## src/rtl/dbpwm_pkg.sv

```systemverilog
package dbpwm_pkg;
  localparam int CODE_W = 2;

  typedef enum logic [CODE_W-1:0] {
    ACT_FORCE_LO = 2'b00,
    ACT_LOW      = 2'b01,
    ACT_HIGH     = 2'b10,
    ACT_FORCE_HI = 2'b11
  } act_code_e;
endpackage

```

## src/rtl/dbpwm_cmp.sv

```systemverilog
module dbpwm_cmp #(
  parameter int CNT_W = 16
) (
  input  logic [CNT_W-1:0] cnt_i,
  input  logic [CNT_W-1:0] thr_i,
  output logic             raw_o
);
  // equal counts as lower-switch region
  assign raw_o = thr_i > cnt_i;
endmodule

```

## src/rtl/dbpwm_dead.sv

```systemverilog
module dbpwm_dead #(
  parameter int DEAD_W = 8
) (
  input  logic              clk_i,
  input  logic              rst_ni,
  input  logic              raw_i,
  input  logic [DEAD_W-1:0] dead_i,
  output logic              up_on_o,
  output logic              lo_on_o
);
  logic              raw_q;
  logic [DEAD_W-1:0] run_q;
  logic              settled;

  // run_q: clocks since last raw edge, saturating
  always_ff @(posedge clk_i or negedge rst_ni) begin
    if (!rst_ni) begin
      raw_q <= 1'b0;
      run_q <= '1;
    end else begin
      raw_q <= raw_i;
      if (raw_i != raw_q)   run_q <= '0;
      else if (run_q != '1) run_q <= run_q + 1'b1;
    end
  end

  assign settled = run_q >= dead_i;
  assign up_on_o = raw_q & settled;
  assign lo_on_o = ~raw_q & settled;
endmodule

```

## src/rtl/dbpwm_act.sv

```systemverilog
module dbpwm_act #(
  parameter int        W     = 12,
  parameter logic [W-1:0] RST_V = '0
) (
  input  logic         clk_i,
  input  logic         rst_ni,
  input  logic         we_i,
  input  logic [W-1:0] wdata_i,
  input  logic         load_i,
  output logic [W-1:0] act_o
);
  logic [W-1:0] shadow_q;
  logic [W-1:0] act_q;

  always_ff @(posedge clk_i or negedge rst_ni) begin
    if (!rst_ni) begin
      shadow_q <= RST_V;
      act_q    <= RST_V;
    end else begin
      if (we_i)   shadow_q <= wdata_i;
      if (load_i) act_q    <= shadow_q;
    end
  end

  assign act_o = act_q;
endmodule

```

## src/rtl/dbpwm_out.sv

```systemverilog
module dbpwm_out
  import dbpwm_pkg::*;
#(
  parameter logic RST_LVL = 1'b0
) (
  input  logic              clk_i,
  input  logic              rst_ni,
  input  logic              en_i,
  input  logic              on_i,
  input  logic [CODE_W-1:0] code_i,
  output logic              pin_o
);
  logic drive;
  logic idle;
  logic pin_q;

  always_comb begin
    case (code_i)
      ACT_FORCE_LO: drive = 1'b0;
      ACT_LOW:      drive = ~on_i;
      ACT_HIGH:     drive = on_i;
      default:      drive = 1'b1;
    endcase
    idle = (code_i == ACT_LOW);
  end

  always_ff @(posedge clk_i or negedge rst_ni) begin
    if (!rst_ni) pin_q <= RST_LVL;
    else         pin_q <= en_i ? drive : idle;
  end

  assign pin_o = pin_q;
endmodule

```

## src/rtl/dbpwm_3ph.sv

```systemverilog
module dbpwm_3ph
  import dbpwm_pkg::*;
#(
  parameter int N_PH   = 3,
  parameter int CNT_W  = 16,
  parameter int DEAD_W = 8
) (
  input  logic                     clk_i,
  input  logic                     rst_ni,
  input  logic                     en_i,
  input  logic [CNT_W-1:0]         cnt_i,
  input  logic [N_PH*CNT_W-1:0]    cmp_i,
  input  logic [DEAD_W-1:0]        dead_i,
  input  logic                     act_we_i,
  input  logic [2*N_PH*CODE_W-1:0] act_wdata_i,
  output logic [2*N_PH-1:0]        pwm_o
);
  localparam int N_OUT  = 2 * N_PH;
  localparam int ACT_W  = N_OUT * CODE_W;

  function automatic logic [ACT_W-1:0] dflt_codes();
    logic [ACT_W-1:0] v;
    for (int n = 0; n < N_OUT; n++)
      v[n*CODE_W +: CODE_W] = (n % 2 == 0) ? ACT_LOW : ACT_HIGH;
    return v;
  endfunction

  localparam logic [ACT_W-1:0] ACT_RST = dflt_codes();

  logic [N_PH-1:0]  raw;
  logic [N_PH-1:0]  on_up;
  logic [N_PH-1:0]  on_lo;
  logic [N_OUT-1:0] on_cmd;
  logic [ACT_W-1:0] act_q;
  logic             at_zero;

  assign at_zero = (cnt_i == '0);

  for (genvar p = 0; p < N_PH; p++) begin : g_ph
    dbpwm_cmp #(.CNT_W(CNT_W)) u_cmp (
      .cnt_i (cnt_i),
      .thr_i (cmp_i[p*CNT_W +: CNT_W]),
      .raw_o (raw[p])
    );

    dbpwm_dead #(.DEAD_W(DEAD_W)) u_dead (
      .clk_i   (clk_i),
      .rst_ni  (rst_ni),
      .raw_i   (raw[p]),
      .dead_i  (dead_i),
      .up_on_o (on_up[p]),
      .lo_on_o (on_lo[p])
    );

    assign on_cmd[2*p]   = on_up[p];
    assign on_cmd[2*p+1] = on_lo[p];
  end

  dbpwm_act #(.W(ACT_W), .RST_V(ACT_RST)) u_act (
    .clk_i   (clk_i),
    .rst_ni  (rst_ni),
    .we_i    (act_we_i),
    .wdata_i (act_wdata_i),
    .load_i  (at_zero),
    .act_o   (act_q)
  );

  for (genvar n = 0; n < N_OUT; n++) begin : g_out
    dbpwm_out #(.RST_LVL(n % 2 == 0)) u_out (
      .clk_i  (clk_i),
      .rst_ni (rst_ni),
      .en_i   (en_i),
      .on_i   (on_cmd[n]),
      .code_i (act_q[n*CODE_W +: CODE_W]),
      .pin_o  (pwm_o[n])
    );
  end
endmodule

```

## config.mk

```make
export PLATFORM = sky130hd
export DESIGN_NAME = dbpwm_3ph
export DESIGN_NICKNAME = d
export VERILOG_FILES = /design/src/rtl/dbpwm_pkg.sv /design/src/rtl/dbpwm_cmp.sv /design/src/rtl/dbpwm_dead.sv /design/src/rtl/dbpwm_act.sv /design/src/rtl/dbpwm_out.sv /design/src/rtl/dbpwm_3ph.sv
export SDC_FILE = /design/constraint.sdc
export NUM_CORES = 1
export LEC_CHECK = 0
export ABC_CLOCK_PERIOD_IN_PS = 5000
export BUFFER_PORTS_ARGS = -buffer_cell sky130_fd_sc_hd__buf_4
export CAP_MARGIN = 10
export CELL_PAD_IN_SITES_DETAIL_PLACEMENT = 0
export CELL_PAD_IN_SITES_GLOBAL_PLACEMENT = 1
export CORE_UTILIZATION = 45
export CTS_BUF_LIST = sky130_fd_sc_hd__clkbuf_8
export DETAILED_ROUTE_END_ITERATION = 10
export PLACE_DENSITY = 0.94
export SYNTH_ARGS = -nofsm -noshare
export SYNTH_HDL_FRONTEND = slang
export SYNTH_SLANG_ARGS = --single-unit
```

## constraint.sdc

```tcl
create_clock -name clk_i -period 5 [get_ports clk_i]
set_input_delay 1 -clock clk_i [delete_from_list [all_inputs] [get_ports clk_i]]
set_output_delay 1 -clock clk_i [all_outputs]
set_load 0.05 [all_outputs]
```

==> impl_results.md, run 1 <==
* Post-route minimum period at just under 3 ns
* Post-DR wirelength/cell at 15.29 um
* GRT overflow at 0
* HPWL after DPL at 8629 um
* Critical path class: in2reg
* Max-cap viol count at 0
* Final ANT Viol Nets at 0
* Syn avg cell area at 9.807 um2
* Setup crit start kind: primary input
* Setup bufs post-CTS at 0
* Peak Freq at approximately 0.35 GHz
* Via Count at 3723
* Worst Path Required at 5.21 ns
* Async set-reset flop share out of synthesis at 100.0%
* RSZ-0062 raised after global routing: no
* Post-synth EDFFs at 0
* Yosys warnings at 0
* Row cnt at 36
* Hold bufs inserted after CTS at 0
* Area grow syn2layout at 22.59%
* Clk sink count at 57
* Port Buf Inserts at 93
* Crit path max fanout at 8
* Period utilization at 57.60%
* # diodes at 0
* First-pass GRT wire length at around 18000 um
* Setup Skew at between 0.01 and 0.015 ns
* Initial Util at 46.17%
* Yosys reg bits at 57
* Endpoint class of the critical path: flop
* GRT Overall Usage at between 20 and 25%
* Worst slew pin tran at approximately 1.2 ns
* Post-Route WL at 10550 um
* Initial antenna violation count at 0
* Synth Instances at 458
* Netlist Area Pre-Place at 4492 um2
* Pwr per Cell Area at 250.9 nW/um2
* Layout cells sized above 1 at 34.29%
* Final Hold Vio Count at 0
* Vias in the first global route at 3819
* Fin area at 5507 um2
* Core area at between 9000 and 10000 um2
* Io pins at 94
* Syn_nets at 621
* Setup TNS at 0 ns
* Initial DRT Pass Iterations at 5
* Main synth FF type: dfstp_2
* Skew-Pair Late Insertion Delay at 0.35 ns
* CTS root buf: clkbuf_8
* Die Wd at roughly 100 um
* H-tree lvl count at 3
* Clock transition at path regs at 0.07 ns
* Clk buf depth at 2
* Max-slew headroom at about a fifth
* Sequential area share after synthesis at 32.84%
* Drt drc at 0
* Vias per inst at 5.396
* Die Span Y at 101.9 um
* Slew Viols, Final at 0
* Die ar. at 10390 um2
* Worst vdd ir at 0.2159 mV
* Hold Crit Class: reg2reg
* CTS buffer count at 9
* Largest net degree at the start of global routing at 58
* DRT iter0 DRCs at 135
* Nets@finish at 715
* Status: complete, no violations
* Post-CTS Resized at 0
* Synth unique cells at 59
* Dpl cell area at 5296 um2
* Critical path data arrival time at 3.09 ns
* Gp weighted congestion at 0.8329
* Final setup viols at 0
* Leak pwr at 2.670 nW
* Clock tree from TritonCTS: yes
## kinds of logic (layout without fill, tap and decap cells)
kind of cell / Yosys count / count (layout) / share of synthesized area, %
AND/OR/NAND/NOR: 142 / 142 / 18.13
AO/OA/AOI/OAI: 97 / 97 / 14.32
adder cells (fa/ha/maj): 75 / 75 / 20.89
flip-flops: 57 / 57 / 32.84
buffers and inverters: 47 / 146 / 4.429
multiplexers: 32 / 32 / 7.827
XOR/XNOR: 8 / 8 / 1.560
## synth_stat cells, types with 8 or more instances
cell     number  area, um2
a31oi_1       8      50.05
a21o_1       12      90.09
nand2_1      27      101.4
inv_1        37      138.9
ha_1         75      938.4
dfrtp_1      18      450.4
nor2_1       32      120.1
o21ai_0      15      75.07
nand3_1      17      85.08
dfstp_2      39       1025
nand4_1      12      75.07
a21oi_1      30      150.1
mux2_2       25      281.5
## per-layer routing
metal  GRT usage (%)  vias to the layer above  wire (um)
met3           5.130                       15        324
met4           6.813                        0        142
met1           27.74                     1759       4829
met2           37.94                       68       5256
met5               0                        -          0
li1                -                     1881          -
## cells in the final DEF, fill, tap and decap left out, types with 7 or more instances in the layout
| cell | count |
|---|---|
| mux2_2 | 25 |
| a21o_1 | 12 |
| o21ai_0 | 15 |
| nand2_1 | 27 |
| dfrtp_1 | 18 |
| clkbuf_8 | 10 |
| a31oi_1 | 8 |
| nand4_1 | 12 |
| ha_1 | 75 |
| nand3_1 | 17 |
| mux2i_1 | 7 |
| nand2b_1 | 7 |
| xnor2_1 | 7 |
| dfstp_2 | 39 |
| buf_4 | 93 |
| nor2_1 | 32 |
| inv_1 | 37 |
| a21oi_1 | 30 |
## power breakdown
part	leakage, nW	total, W	internal (W)	switching, W
combinational	1.93	0.000341	0.000166	0.000175
clock	0.104	0.000459	0.000250	0.000209
sequential	0.637	0.000581	0.000529	0.0000523
## final timing paths
check	startpoint	end	slack [ns]	cells after the start
setup reg to reg	g_ph[2].u_dead.run_q[0]	g_out[4].u_out.pin_o	2.86	8
hold / removal	u_act.act_o[8]	g_out[4].u_out.pin_o	0.50	2
hold reg to reg	u_act.act_o[8]	g_out[4].u_out.pin_o	0.50	2
min in group asynchronous	rst_ni	g_ph[1].u_dead.raw_q	0.72	1
max in group asynchronous	rst_ni	g_out[3].u_out.pin_o	3.82	1
setup / recovery	cnt_i[1]	g_ph[1].u_dead.run_q[5]	2.12	8
## critical path: stages
cell and delay (ns):
buf_4 0.12, inv_1 0.09, ha_1 0.25, nor2b_1 0.14
o211ai_1 0.26, a21boi_2 0.11, o311ai_1 0.99, a211oi_1 0.13
## flip-flops by register name (all words and copies together) (netlist names)
name	count
g_ph.u_dead.run_q	24
u_act.act_o	12
u_act.shadow_q	12
g_out.u_out.pin_o	6
g_ph.u_dead.raw_q	3
## per-stage QoR
stage | hold slack, ns | total power, W | utilization, % | worst slack [ns] | instances
floorplan | 0.4522 | 0.0007880 | - | 2.257 | 458
global placement | 0.4881 | 0.0009102 | 54.44 | 1.780 | 674
detailed placement | 0.4883 | 0.0009279 | 54.44 | 1.766 | 674
CTS | 0.5059 | 0.001394 | 56.60 | 2.137 | 690
global route | 0.5311 | 0.001465 | 56.60 | 1.982 | 690
finish | 0.5024 | 0.001382 | 56.60 | 2.120 | 690
## layout make-up
cell class              instances  area (um2)
clock buffers                  10       137.6
clock inverters                 6       72.57
fillers                       910        4223
inverters                      37       138.9
multi-input cells             354        2818
flip-flops and latches         57        1475
well taps                     133       166.4
repair buffers                 93       698.2
(Power assumes the default switching activity.)
==> run 2, diff against run 1 <==
Settings changed: ABC_CLOCK_PERIOD_IN_PS 5000 to 2900, CORE_UTILIZATION 45 to 44, PLACE_DENSITY 0.94 to 0.92.
Clock period 5 ns to 2.9 ns, I/O delays scaled along.
==> run 2 against run 1 <==
  * Clock skew decreased by 0.0024 ns
  * Design area increased by 0.30%
  * Utilization decreased by 0.35 points
  * Sequential share of layout area decreased by 0.079 points
  * Via count increased by 1.2%
  * Clock-buffer cell count unchanged
  * Setup slack got worse by 1.6 ns
  * Register-to-register slack got worse by 2.1 ns
  * Power increased by 72%
  * Clock power increased by 71%
  * Die area increased by 2.2%
  * Worst hold slack got worse by 0.20 ns
  * Highest routed layer unchanged
==> impl_results.md, run 2 (same netlist as run 1, synthesis figures left out) <==
* Status: complete, no violations (unchanged)
* Nets@finish at 717 (was 715)
* Max stage delay on crit path at 0.60 ns (was 0.99 ns)
* Setup Skew at 0.007615 ns (was 0.01005 ns)
* GRT overflow at 0 (unchanged)
* Fin area at 5523 um2 (was 5507 um2)
* Setup bufs post-CTS at 0 (unchanged)
* Largest net degree at the start of global routing at 58 (unchanged)
* Register area at 1475 um2 (unchanged)
* Register share of total power at 42.2% (was 42.1%)
* Port Buf Inserts at 93 (unchanged)
* Setup crit start kind: primary input (unchanged)
* Leak pwr at 2.683 nW (was 2.670 nW)
* Clk sink count at 57 (unchanged)
* Row cnt at 36 (unchanged)
* Initial antenna violation count at 0 (unchanged)
* Final setup viols at 0 (unchanged)
* Initial DRT Pass Iterations at 4 (was 5)
* Clock tree from TritonCTS: yes (unchanged)
* Leading cell types in the layout, fill and taps excluded: buf_4 (95), ha_1 (75), dfstp_2 (39), inv_1 (37), nor2_1 (32) (was buf_4 (93), ha_1 (75), dfstp_2 (39), inv_1 (37), nor2_1 (32))
* Vias per inst at 5.442 (was 5.396)
* Skew-Pair Late Insertion Delay at 0.34 ns (was 0.35 ns)
* Number of cells on the worst reg-to-reg path at 8 (unchanged)
* Int Power at 0.001633 W (was 0.0009457 W)
* Crit path max-delay cell type: a2111oi_0 (was o311ai_1)
* Worst Path Buf+Inv at 2 (unchanged)
* Crit path max fanout at 8 (unchanged)
* H-tree lvl count at 3 (unchanged)
* Dpl cell area at 5311 um2 (was 5296 um2)
* Drt drc at 0 (unchanged)
* Vias in the first global route at 3708 (was 3819)
* # diodes at 0 (unchanged)
* Final ANT Viol Nets at 0 (unchanged)
* Clock transition at path regs at 0.07 ns (about the same)
* Largest register by flop count: g_ph.u_dead.run_q (unchanged)
* Peak Freq at roughly 0.42 GHz
* Layout cells sized above 1 at 34.53% (was 34.29%)
* Setup TNS at 0 ns (unchanged)
* HPWL after DPL at 8612 um (was 8629 um)
* Worst Path Required at 3.17 ns (was 5.21 ns)
* Switch Pwr at 0.0007433 W (was 0.0004359 W)
* Commonest non-fill, non-tap cell in the layout: buf_4 (unchanged)
* Io pins at 94 (unchanged)
* Gp weighted congestion at 0.8724 (was 0.8329)
* Die Wd at 103.0 um (was 101.9 um)
* Post-DR wirelength/cell at 15.12 um (was 15.29 um)
* Switching Share at 31.28% (was 31.55%)
* Final Hold Vio Count at 0 (unchanged)
* Via Count at 3766 (was 3723)
* Max-cap viol count at 0 (unchanged)
* CTS buffer count at 9 (unchanged)
* RSZ-0062 raised after global routing: no (unchanged)
* Slew Viols, Final at 0 (unchanged)
* Post-CTS Resized at 0 (unchanged)
* Critical path data arrival time at 2.67 ns (was 3.09 ns)
* Period utilization at between 80 and 90%
* DRT iter0 DRCs at 128 (was 135)
* Worst slew pin tran at 0.7079 ns (was 1.168 ns)
* CP Cell Sequence: buf_4 > inv_1 > ha_1 > nand4_2 > nor2_1 > a2111oi_0 > a31oi_1 > a211o_2 > nor3_2 (was buf_4 > inv_1 > ha_1 > nor2b_1 > o211ai_1 > a21boi_2 > o311ai_1 > a211oi_1)
* Post-Route WL at 10460 um (was 10550 um)
* Combinational share of power at 24.7% (about the same)
* Hold Crit Class: in2async (was reg2reg)
* Pwr per Cell Area at 430.3 nW/um2 (was 250.9 nW/um2)
* Post-route minimum period at 2.400 ns
* Die Span Y at 103.0 um (was 101.9 um)
* Die ar. at 10620 um2 (was 10390 um2)
* Core area at 9819 um2 (was 9729 um2)
* Max-slew headroom at 52.81% (was 20.90%)
* First-pass GRT wire length at 17150 um (was 17680 um)
* CTS root buf: clkbuf_8 (unchanged)
* Crit-path leading delay family: compound AO/OA/AOI/OAI gates (unchanged)
* Worst vdd ir at 0.3171 mV (was 0.2159 mV)
* Critical Path Stages at 9 (was 8)
* Hold bufs inserted after CTS at 0 (unchanged)
* Clock network power share at 33.0% (was 33.3%)
* Critical path class: in2reg (unchanged)
* Initial Util at 45.74% (was 46.17%)
* Endpoint class of the critical path: flop (unchanged)
* Footprint of the multi-input gates at 2818 um2 (unchanged)
* GRT Overall Usage at 21.21% (was 22.13%)
* Max reg flops at 24 (unchanged)
* Area grow syn2layout at 22.95% (was 22.59%)
* Number of fill cells at 912 (was 910)
* Clk buf depth at 2 (unchanged)
==> run 2: worst paths after layout <==
kind                                               from                       to  slack (ns)
worst max-delay path                          cnt_i[14]  g_ph[2].u_dead.run_q[6]        0.50
worst min register to register           u_act.act_o[8]     g_out[4].u_out.pin_o        0.49
worst min-delay path                             rst_ni     g_out[5].u_out.pin_o        0.30
worst max register to register  g_ph[1].u_dead.run_q[0]     g_out[2].u_out.pin_o        0.80
min in group clk_i                       act_wdata_i[5]        u_act.shadow_q[5]        0.46
max in group asynchronous                        rst_ni     g_ph[0].u_dead.raw_q        2.15
==> run 2: through the flow <==
step | hold WS [ns] | instances | setup slack [ns] | util [%] | power (W)
floorplan | 0.2844 | 458 | 0.5772 | - | 0.001359
global placement | 0.4823 | 676 | 0.2779 | 54.09 | 0.001574
detailed placement | 0.4769 | 676 | 0.1604 | 54.09 | 0.001602
CTS | 0.2972 | 692 | 0.5208 | 56.24 | 0.002402
global route | 0.3186 | 692 | 0.4042 | 56.24 | 0.002533
finish | 0.2986 | 692 | 0.5000 | 56.24 | 0.002376
==> run 2: power groups by stage <==
stage / clock network [W] / logic (W) / registers [W]
after floorplan: 0 / 0.000374 / 0.000985
after global placement: 0 / 0.000564 / 0.00101
after detailed placement: 0 / 0.000588 / 0.00101
after CTS: 0.000806 / 0.000593 / 0.00100
after global routing: 0.000838 / 0.000675 / 0.00102
final: 0.000785 / 0.000587 / 0.00100
==> run 2: area by class of cell <==
| type | instances | area share (%) |
|---|---|---|
| multi-input combinational | 354 | 51.02 |
| inverter | 37 | 2.515 |
| clock buffer | 10 | 2.492 |
| clock inverter | 6 | 1.337 |
| timing repair buffer | 95 | 12.91 |
| tap | 133 | 3.013 |
| sequential | 57 | 26.71 |
==> run 2: layer usage <==
metal | part of all wire, % | up-vias | global-route usage (%) | wire length (um)
li1 | - | 1887 | - | -
met1 | 44 | 1798 | 26.71 | 4607
met2 | 50 | 73 | 36.72 | 5240
met3 | 4.8 | 8 | 5.085 | 503
met4 | 1.1 | 0 | 4.984 | 110
met5 | 0 | - | 0 | 0
==> run 3, diff against run 2 <==
Settings changed: ABC_CLOCK_PERIOD_IN_PS 2900 to 2100, CORE_UTILIZATION 44 to 40, PLACE_DENSITY 0.92 to 0.89.
Clock period 2.9 ns to 2.1 ns, I/O delays scaled along.
==> run 3 against run 2 <==
  * The flow now finishes with violations (setup timing)
  * Sequential cell count unchanged
  * Critical path depth grew 1
  * Die area grew 9.8%
  * Cell count increased by 5.5%
  * Combinational power is 64% higher
  * Utilization is 2.5 points lower
  * Critical endpoint is now g_ph[0].u_dead.run_q[6]
  * Worst hold slack lost 0.18 ns
  * Register-to-register slack worse by 0.68 ns
  * Clock skew fell by 0.00081 ns
  * Setup slack got worse by 0.51 ns
==> impl_results.md, run 3 (same netlist as run 1, synthesis figures left out) <==
* Status: finished with violations (was complete, no violations)
* Failing checks: setup timing
* Post-Place Setup Slack at -0.3909 ns (was 0.1604 ns)
* Fin cells at 730 (was 692)
* Final setup viols at 2 (was 0)
* GRT overflow at 0 (unchanged)
* Setup crit start kind: primary input (unchanged)
* Worst Path Buf+Inv at 3 (was 2)
* HPWL after DPL at 9332 um (was 8612 um)
* Row cnt at 38 (was 36)
* Worst Path Required at 2.36 ns (was 3.17 ns)
* Switching Share at 32.00% (was 31.28%)
* Initial antenna violation count at 0 (unchanged)
* Final Hold Vio Count at 0 (unchanged)
* Worst vdd ir at 0.3619 mV (was 0.3171 mV)
* Switch Pwr at 0.001083 W (was 0.0007433 W)
* Max-cap viol count at 0 (unchanged)
* Dpl cell area at 5553 um2 (was 5311 um2)
* Worst slew pin tran at 0.7071 ns (was 0.7079 ns)
* Clk sink count at 57 (unchanged)
* Die Wd at 108.0 um (was 103.0 um)
* Combinational share of power at 28.5% (was 24.7%)
* Setup Skew at 0.006800 ns (was 0.007615 ns)
* Critical path data arrival time at 2.38 ns (was 2.67 ns)
* Register area at 1475 um2 (unchanged)
* Layout cells sized above 1 at 40.51% (was 34.53%)
* Area grow syn2layout at 30.39% (was 22.95%)
* Footprint of the multi-input gates at 2920 um2 (was 2818 um2)
* Setup TNS at -0.02006 ns (was 0 ns)
* Clock tree from TritonCTS: yes (unchanged)
* H-tree lvl count at 3 (unchanged)
* DR top layer: met4 (unchanged)
* Nets@finish at 748 (was 717)
* Skew-Pair Late Insertion Delay at 0.34 ns (about the same)
* GRT Overall Usage at 21.10% (was 21.21%)
* Commonest non-fill, non-tap cell in the layout: buf_4 (unchanged)
* Hold bufs inserted after CTS at 0 (unchanged)
* Leading cell types in the layout, fill and taps excluded: buf_4 (126), ha_1 (72), dfstp_2 (39), inv_1 (35), nor2_1 (31) (was buf_4 (95), ha_1 (75), dfstp_2 (39), inv_1 (37), nor2_1 (32))
* Hold WS at 0.1224 ns (was 0.2986 ns)
* Vias in the first global route at 4105 (was 3708)
* Critical path class: in2reg (unchanged)
* Clock network power share at 31.0% (was 33.0%)
* Max-slew headroom at 52.86% (was 52.81%)
* DRT iter0 DRCs at 148 (was 128)
* CTS buffer count at 9 (unchanged)
* Reg2Reg Setup Slack at 0.12 ns (was 0.80 ns)
* WL met2 at 5543 um (was 5240 um)
* CTS root buf: clkbuf_8 (unchanged)
* Port Buf Inserts at 93 (unchanged)
* Die ar. at 11660 um2 (was 10620 um2)
* Gp weighted congestion at 0.8610 (was 0.8724)
* Fin area at 5857 um2 (was 5523 um2)
* Final ANT Viol Nets at 0 (unchanged)
* Crit path max fanout at 8 (unchanged)
* Largest register by flop count: g_ph.u_dead.run_q (unchanged)
* Drt drc at 0 (unchanged)
* # diodes at 0 (unchanged)
* Initial DRT Pass Iterations at 4 (unchanged)
* Crit path max-delay cell type: a211o_4 (was a2111oi_0)
* Leak pwr at 2.834 nW (was 2.683 nW)
* First-pass GRT wire length at 19130 um (was 17150 um)
* Largest net degree at the start of global routing at 58 (unchanged)
* M1 wire length at 5299 um (was 4607 um)
* Most used cell, CP: buf_4
* Wire length on met3 at 371 um (was 503 um)
* Pwr per Cell Area at 578.0 nW/um2 (was 430.3 nW/um2)
* Core area at 10890 um2 (was 9819 um2)
* Max stage delay on crit path at 0.38 ns (was 0.60 ns)
* Io pins at 94 (unchanged)
* Die Span Y at 108.0 um (was 103.0 um)
* Setup slack after layout at -0.01305 ns (was 0.5000 ns)
* Vias per inst at 5.363 (was 5.442)
* DP Cell Count at 712 (was 676)
* Hold Crit Class: in2async (unchanged)
* Initial Util at 41.25% (was 45.74%)
* Clk buf depth at 2 (unchanged)
* Int Power at 0.002302 W (was 0.001633 W)
* Via Count at 3915 (was 3766)
* Crit-path leading delay family: simple AND/OR/NAND/NOR gates (was compound AO/OA/AOI/OAI gates)
* RSZ-0062 raised after global routing: yes (was no)
* Post-Route WL at 11350 um (was 10460 um)
* CP Cell Sequence: buf_4 > inv_1 > ha_4 > nand4_2 > buf_4 > nor4_4 > o21ai_2 > and2_1 > a211o_4 > nor3_2 (was buf_4 > inv_1 > ha_1 > nand4_2 > nor2_1 > a2111oi_0 > a31oi_1 > a211o_2 > nor3_2)
* Max reg flops at 24 (unchanged)
* Register share of total power at 40.5% (was 42.2%)
* Clock transition at path regs at 0.07 ns (about the same)
* Endpoint class of the critical path: flop (unchanged)
* Peak Freq at ~0.47 GHz
* Post-route minimum period at 2.113 ns
* Number of fill cells at 970 (was 912)
* Slew Viols, Final at 0 (unchanged)
* Post-DR wirelength/cell at 15.54 um (was 15.12 um)
* Period utilization at 100.6%
[run 3: path summary, 6_finish.rpt]
kind | from | end | cells past startpoint
min in group clk_i | act_wdata_i[10] | u_act.shadow_q[10] | 2
worst max register to register | g_ph[2].u_dead.run_q[0] | g_out[5].u_out.pin_o | 8
worst min register to register | u_act.shadow_q[6] | u_act.act_o[6] | 1
worst max-delay path | cnt_i[14] | g_ph[0].u_dead.run_q[6] | 10
worst min-delay path | rst_ni | g_ph[2].u_dead.raw_q | 1
max in group asynchronous | rst_ni | g_out[3].u_out.pin_o | 1
[run 3: final cells by class]
class / instances / area share [%]
Inverter: 37 / 2.371
Clock buffer: 9 / 2.115
Sequential cell: 57 / 25.19
Tap cell: 140 / 2.991
Multi-Input combinational cell: 354 / 49.86
Timing Repair Buffer: 126 / 16.15
Clock inverter: 7 / 1.325
[run 3: repair_timing]
item,in CTS,in global routing
buffers inserted,0,3
pin swaps,2,9
setup endpoints to repair,2,22
hold endpoints to repair,0,0
resized for setup,1,17
[run 3: layer usage]
metal | up-vias | global-route usage (%)
li1 | 1954 | -
met1 | 1880 | 27.06
met2 | 69 | 36.17
met3 | 12 | 4.461
met4 | 0 | 4.892
met5 | - | 0
[run 3: metrics by stage]
step / utilization, % / power [W]
global placement: 51.00 / 0.002245
detailed placement: 51.00 / 0.002300
global route: 53.79 / 0.003600
finish: 53.79 / 0.003385
CTS: 52.86 / 0.003366
floorplan: - / 0.001883
[run 3: power groups by stage]
stage	Clock, W	Combinational (W)	Sequential (W)
floorplan	0	0.000523	0.00136
global placement	0	0.000863	0.00138
detailed placement	0	0.000909	0.00139
CTS	0.00108	0.000913	0.00137
global route	0.00112	0.00109	0.00139
finish	0.00105	0.000965	0.00137
[run 3: worst register-to-register path: cells and delay by family, from the launching register on]
kind                       cells  cell delay, ns
adders and majority gates      1            0.25
DFF                            1            0.54
and+or+nand+nor                1            0.09
AOI/OAI and AO/OA              5            0.94
buffers and inverters          1            0.05
